### config.mk
export PLATFORM = sky130hd
export DESIGN_NAME = i2c_tmo_monitor
export DESIGN_NICKNAME = d
export VERILOG_FILES = /design/src/rtl/i2c_tmo_pkg.sv /design/src/rtl/i2c_bus_cond.sv /design/src/rtl/i2c_tmo_counter.sv /design/src/rtl/i2c_tmo_monitor.sv
export SDC_FILE = /design/constraint.sdc
export NUM_CORES = 1
export LEC_CHECK = 0
export ABC_AREA = 1
export BUFFER_PORTS_ARGS = -buffer_cell sky130_fd_sc_hd__buf_2
export CAP_MARGIN = 0
export CORE_MARGIN = 2
export CORE_UTILIZATION = 35
export CTS_BUF_LIST = sky130_fd_sc_hd__clkbuf_4 sky130_fd_sc_hd__clkbuf_8
export DETAILED_ROUTE_END_ITERATION = 10
export HOLD_SLACK_MARGIN = 0.05
export MAX_ROUTING_LAYER = met4
export PLACE_DENSITY_LB_ADDON = 0.15
export SLEW_MARGIN = 20
export SYNTH_ARGS = -nofsm -noshare
export SYNTH_HDL_FRONTEND = slang
export SYNTH_SLANG_ARGS = --single-unit
### constraint.sdc
create_clock -name clk -period 2.3 [get_ports clk]
set_clock_uncertainty 0.15 [all_clocks]
set_input_delay 0.345 -clock clk [delete_from_list [all_inputs] [get_ports clk]]
set_output_delay 0.345 -clock clk [all_outputs]
set_load 0.02 [all_outputs]
### src/rtl/i2c_tmo_pkg.sv
package i2c_tmo_pkg;

  localparam int unsigned NCH   = 4;
  localparam int unsigned CH_LOW  = 0;
  localparam int unsigned CH_CEXT = 1;
  localparam int unsigned CH_HEXT = 2;
  localparam int unsigned CH_INACT = 3;

  localparam int unsigned CLR_LOW  = 0;
  localparam int unsigned CLR_EXT  = 1;
  localparam int unsigned CLR_BERR = 2;

  typedef enum logic [1:0] {
    INACT_OFF   = 2'd0,
    INACT_SHORT = 2'd1,
    INACT_MID   = 2'd2,
    INACT_LONG  = 2'd3
  } inact_sel_e;

  // Multiplier of the inactivity unit for each select code.
  function automatic int unsigned inact_units(input logic [1:0] sel);
    case (inact_sel_e'(sel))
      INACT_SHORT: return 5;
      INACT_MID:   return 10;
      INACT_LONG:  return 20;
      default:     return 0;
    endcase
  endfunction

endpackage

### src/rtl/i2c_bus_cond.sv
module i2c_bus_cond (
  input  logic clk,
  input  logic rst,
  input  logic scl_i,
  input  logic sda_i,
  output logic start_o,
  output logic stop_o,
  output logic activity_o
);

  logic scl_q;
  logic sda_q;

  // Idle lines are high, so the history resets high to avoid false edges.
  always_ff @(posedge clk) begin
    if (rst) begin
      scl_q <= 1'b1;
      sda_q <= 1'b1;
    end else begin
      scl_q <= scl_i;
      sda_q <= sda_i;
    end
  end

  always_comb begin
    start_o    = scl_q & scl_i & sda_q & ~sda_i;
    stop_o     = scl_q & scl_i & ~sda_q & sda_i;
    activity_o = (scl_q ^ scl_i) | (sda_q ^ sda_i);
  end

  a_r3_start_stop_exclusive: assert property (@(posedge clk) disable iff (rst)
    !(start_o && stop_o));

endmodule

### src/rtl/i2c_tmo_counter.sv
module i2c_tmo_counter #(
  parameter int unsigned W = 8
) (
  input  logic         clk,
  input  logic         rst,
  input  logic         clr_i,
  input  logic         inc_i,
  input  logic [W-1:0] limit_i,
  output logic         hit_o
);

  logic [W-1:0] cnt;
  logic [W-1:0] last;

  always_comb begin
    last  = limit_i - W'(1);
    hit_o = ~clr_i & inc_i & (limit_i != '0) & (cnt == last);
  end

  // Saturates at the limit so one stretch fires only once.
  always_ff @(posedge clk) begin
    if (rst || clr_i) begin
      cnt <= '0;
    end else if (inc_i && (cnt < limit_i)) begin
      cnt <= cnt + W'(1);
    end
  end

  a_r8_cleared_zero: assert property (@(posedge clk) disable iff (rst)
    clr_i |=> (cnt == '0));

  a_r8_bounded: assert property (@(posedge clk) disable iff (rst)
    ((cnt <= limit_i) && $stable(limit_i)) |=> (cnt <= $past(limit_i)));

endmodule

### src/rtl/i2c_tmo_monitor.sv
module i2c_tmo_monitor
  import i2c_tmo_pkg::*;
#(
  parameter int unsigned LOW_TICKS  = 30,
  parameter int unsigned CEXT_TICKS = 25,
  parameter int unsigned HEXT_TICKS = 10,
  parameter int unsigned INACT_UNIT = 4
) (
  input  logic       clk,
  input  logic       rst,
  input  logic       scl_i,
  input  logic       sda_i,
  input  logic       ack_slot_i,
  input  logic       tick_i,
  input  logic       low_en_i,
  input  logic       cext_en_i,
  input  logic       hext_en_i,
  input  logic [1:0] inact_sel_i,
  input  logic [2:0] clr_i,
  output logic       release_stop_o,
  output logic       force_idle_o,
  output logic       bus_busy_o,
  output logic       sts_low_o,
  output logic       sts_ext_o,
  output logic       sts_berr_o
);

  localparam int unsigned M1 = (LOW_TICKS > CEXT_TICKS + 1) ? LOW_TICKS : CEXT_TICKS + 1;
  localparam int unsigned M2 = (M1 > HEXT_TICKS + 1) ? M1 : HEXT_TICKS + 1;
  localparam int unsigned M3 = (M2 > 20 * INACT_UNIT) ? M2 : 20 * INACT_UNIT;
  localparam int unsigned CW = $clog2(M3 + 1);

  logic start, stop, activity;
  logic busy_q;

  logic [NCH-1:0] ch_clr;
  logic [NCH-1:0] ch_inc;
  logic [NCH-1:0] ch_hit;
  logic [CW-1:0]  ch_lim [NCH];

  i2c_bus_cond u_cond (
    .clk        (clk),
    .rst        (rst),
    .scl_i      (scl_i),
    .sda_i      (sda_i),
    .start_o    (start),
    .stop_o     (stop),
    .activity_o (activity)
  );

  // Per-channel clear, count and limit.
  always_comb begin
    ch_clr[CH_LOW]   = ~low_en_i | scl_i;
    ch_inc[CH_LOW]   = tick_i & ~scl_i;
    ch_lim[CH_LOW]   = CW'(LOW_TICKS);

    ch_clr[CH_CEXT]  = ~cext_en_i | start;
    ch_inc[CH_CEXT]  = tick_i & ~scl_i & busy_q;
    ch_lim[CH_CEXT]  = CW'(CEXT_TICKS + 1);

    ch_clr[CH_HEXT]  = ~hext_en_i | start | ack_slot_i;
    ch_inc[CH_HEXT]  = tick_i & ~scl_i & busy_q;
    ch_lim[CH_HEXT]  = CW'(HEXT_TICKS + 1);

    ch_clr[CH_INACT] = (inact_sel_i == INACT_OFF) | activity | ~busy_q;
    ch_inc[CH_INACT] = tick_i;
    ch_lim[CH_INACT] = CW'(inact_units(inact_sel_i) * INACT_UNIT);
  end

  for (genvar g = 0; g < NCH; g++) begin : g_ch
    i2c_tmo_counter #(.W(CW)) u_cnt (
      .clk     (clk),
      .rst     (rst),
      .clr_i   (ch_clr[g]),
      .inc_i   (ch_inc[g]),
      .limit_i (ch_lim[g]),
      .hit_o   (ch_hit[g])
    );
  end

  logic low_hit, ext_hit, inact_hit;
  always_comb begin
    low_hit   = ch_hit[CH_LOW];
    ext_hit   = ch_hit[CH_CEXT] | ch_hit[CH_HEXT];
    inact_hit = ch_hit[CH_INACT];
  end

  always_ff @(posedge clk) begin
    if (rst) begin
      busy_q         <= 1'b0;
      release_stop_o <= 1'b0;
      force_idle_o   <= 1'b0;
      sts_low_o      <= 1'b0;
      sts_ext_o      <= 1'b0;
      sts_berr_o     <= 1'b0;
    end else begin
      if (inact_hit)  busy_q <= 1'b0;
      else if (start) busy_q <= 1'b1;
      else if (stop)  busy_q <= 1'b0;
      release_stop_o <= low_hit | ext_hit;
      force_idle_o   <= inact_hit;
      sts_low_o  <= low_hit | (sts_low_o & ~clr_i[CLR_LOW]);
      sts_ext_o  <= ext_hit | (sts_ext_o & ~clr_i[CLR_EXT]);
      sts_berr_o <= low_hit | ext_hit | (sts_berr_o & ~clr_i[CLR_BERR]);
    end
  end

  assign bus_busy_o = busy_q;

  a_r2_low_with_berr: assert property (@(posedge clk) disable iff (rst)
    $rose(sts_low_o) |-> sts_berr_o);

  a_r4_release_berr: assert property (@(posedge clk) disable iff (rst)
    release_stop_o |-> sts_berr_o);

  a_r7_ext_sticky: assert property (@(posedge clk) disable iff (rst)
    (sts_ext_o && !clr_i[CLR_EXT]) |=> sts_ext_o);

  a_r7_low_sticky: assert property (@(posedge clk) disable iff (rst)
    (sts_low_o && !clr_i[CLR_LOW]) |=> sts_low_o);

  a_r6_idle_after_force: assert property (@(posedge clk) disable iff (rst)
    force_idle_o |-> !bus_busy_o);

endmodule

==> results.toml <==
[power]
clkPwrFrac_pct = 37.2
seq_power_share_pct = 54.3
power_leakage_nw = 0.978
p_comb_share_pct = 8.5
p_sw_share_pct = 24.2
p_sw_mw = 0.282
total_power_mw = 1.16
max-vdd-ir-drop_uv = 285
power_density_mw_per_mm2 = 512
intPower_mw = 0.882

[global_route]
overflow = 0
grt_start_max_net_pins = 11
grt_antenna_before_repair = 0
grt_pass1_wl_um = 7160
first_global_vias = 1611
grt_usage_pct = 14.7

[layout]
antenna_cells = 0
area_growth_pct = 13.3
n_fill_cell = 574
nets = 336
drive_above_1_share_pct = 13.5
seq_area_um2 = 721
multi_input_area_mm2 = 0.00111
instances_no_fill = 376

[clock_tree]
cts_root_buffer = "clkbuf_8"
numCtsBuffers = 5
h-tree-depth = 2
clock_sinks = 36
insertion_delay_ps = 280
clk_path_buf_depth = 2
path_clk_slew_ps = 70
post_cts_resize_count = 0
cts_setup_buffers = 0
cts_tree = "yes"
ctsHoldBuffers = 0

[timing]
tightest_slew_ps = 312
hold_viol = 0
fmax_mhz = 588
slew_viol_final = 0
rsz0062_at_grt = "false"
worst_hold_slack_ps = 164
slew_headroom_pct = 79.0
finalSetupViolCount = 0
finalCritPeriodShare_pct = 74.0
fin_crit_ps = 1700
setup_tns_ps = 0
setup_slack_ps = 599

[worst_setup_path]
critPathCaptureType = "register"
critPathKind = "input port to register"
crit_buf_inv = 5
max_stage_delay_ps = 270
crit_path_start_kind = "input port"
worst_path_max_delay_cell = "ha_1"
cpLargestDelayFamily = "adder cells"
crit_chain = "buf_2, inv_1, ha_1, inv_1, ha_1, nand2_1, inv_1, nand2_1, nand3_4, clkinv_4, nand2_1, a21oi_1"
cp.required_ps = 2360
worstPathArrival_ps = 1760
cp_max_fo = 8

[synth]
synth_commonest_cells = "nand2_1 (74), inv_1 (40), dfxtp_1 (36)"
avgSynthCellArea_um2 = 7.21
synth.area.top_cells = "dfxtp_1 (36%), nand2_1 (14%), ha_1 (11%), inv_1 (7.5%), nor2_1 (5.8%)"
ys_seq_elements = 36
synth_most_common_cell = "nand2_1"
async_flop_share_pct = 0
syn_nets = 310
synth.largest_area_cell = "dfxtp_1"
syn_area_mm2 = 0.00200
yosys_warnings = 0
syn_inst = 278
synth_top_area_share_pct = 36.0
synth_edf_count = 0
synthFlopType = "dfxtp_1"
ys_types = 25
yosysSeqAreaShare_pct = 36.0

[status]
status = "finished, final reports clean"

[die]
start_util_pct = 36.4
die_y_um = 79.7
die_area_mm2 = 0.00635
die_x_um = 79.7
io_pins = 20
fp.coreArea_mm2 = 0.00551
rows = 27

[routing]
finalWirelength_um = 3890
avgViaCountPerCell = 4.43
vias = 1667
wl_per_cell_um = 10.3
drtPass1Iterations = 4
drc = 0
drtAntennaViolNets = 0
first_iter_violations = 104

[flow_run]
timing.max_cap.violations = 0

[placed_design]
hpwlAfterDp_um = 3030
pre_cts_ws_ps = 273
portBuffers = 19
gp_congestion = 0.837
dp.cells = 369

[worst_hold_path]
min-delay-path-class = "input port to register"
## power by group through the flow
stage          sequential (mW)  combinational [mW]  clock [mW]
2_1_floorplan            0.646              0.0638           0
6_report                 0.632              0.0992       0.433
3_5_place_dp             0.646              0.0998           0
5_1_grt                  0.632               0.115       0.481
4_1_cts                  0.631               0.100       0.451
3_3_place_gp             0.646              0.0988           0
## state kept, by name, indices dropped and copies added, names as in the netlist
register        flops
g_ch.u_cnt.cnt     28
bus_busy_o          1
force_idle_o        1
release_stop_o      1
sts_berr_o          1
sts_ext_o           1
sts_low_o           1
u_cond.scl_q        1
u_cond.sda_q        1
## metrics by stage
| stage | area, um^2 | util, % |
|---|---|---|
| after global routing | 2270 | 41.2 |
| after global placement | 2190 | 39.8 |
| after CTS | 2270 | 41.2 |
| final | 2270 | 41.2 |
| after detailed placement | 2190 | 39.8 |
| after floorplan | 2000 | - |
## cells by family (layout without fill, tap and decap cells)
logic type               after synthesis  count (layout)  synth area share [%]
flip-flops                            36              36                  36.0
AO/OA/AOI/OAI                         26              26                  7.37
AND/OR/NAND/NOR                      142             142                  31.6
adder cells (fa/ha/maj)               18              18                  11.2
XOR/XNOR                              12              12                  5.24
buffers and inverters                 44              70                  8.55
## per-layer routing
metal | track usage [%] | vias to the layer above | part of all wire, %
met5 | - | - | 0
met4 | 4.48 | 0 | 1.5
met3 | 4.07 | 6 | 4.6
met2 | 21.0 | 33 | 39
met1 | 20.2 | 717 | 55
li1 | - | 911 | -
## path summary, 6_finish.rpt
kind | depth (start not counted) | slack (ps) | from | to
setup / recovery | 12 | 600 | inact_sel_i[0] | g_ch[3].u_cnt.cnt[0]$_SDFFE_PP0P_
hold / removal | 4 | 160 | clr_i[0] | sts_low_o$_SDFF_PP0_
setup reg to reg | 8 | 690 | g_ch[3].u_cnt.cnt[4]$_SDFFE_PP0P_ | g_ch[3].u_cnt.cnt[0]$_SDFFE_PP0P_
hold reg to reg | 2 | 280 | g_ch[1].u_cnt.cnt[6]$_SDFFE_PP0P_ | g_ch[1].u_cnt.cnt[6]$_SDFFE_PP0P_
## layout make-up
type,count,area share [%]
tap,72,3.97
sequential,36,31.7
inverter,44,7.55
clock buffer,6,3.36
clock inverter,1,0.220
timing repair buffer,19,4.19
multi-input combinational,198,49.0
## cells in the final DEF, fill, tap and decap left out, types with 2 or more instances in the layout
cell      instances
nor2_4            2
ha_1             18
nor3_1            2
inv_2             2
inv_1            40
nor2_1           31
nand3_2           2
clkinv_2          2
nand3_1          18
dfxtp_1          36
nand3b_1          4
a21oi_1          20
buf_2            19
xor2_1            7
nand2_1          74
or2_0             2
o21ai_0           4
clkbuf_8          5
nand2_2           3
xnor2_1           5
## worst reg2reg max path, delay by kind of cell (launching register included)
| kind | cells | cell delay [ps] |
|---|---|---|
| AOI/OAI and AO/OA | 1 | 130 |
| DFF | 1 | 470 |
| and+or+nand+nor | 5 | 390 |
| adders and majority gates | 1 | 300 |
| buffers and inverters | 1 | 100 |
Note: power is estimated with default switching activity, not from simulation.
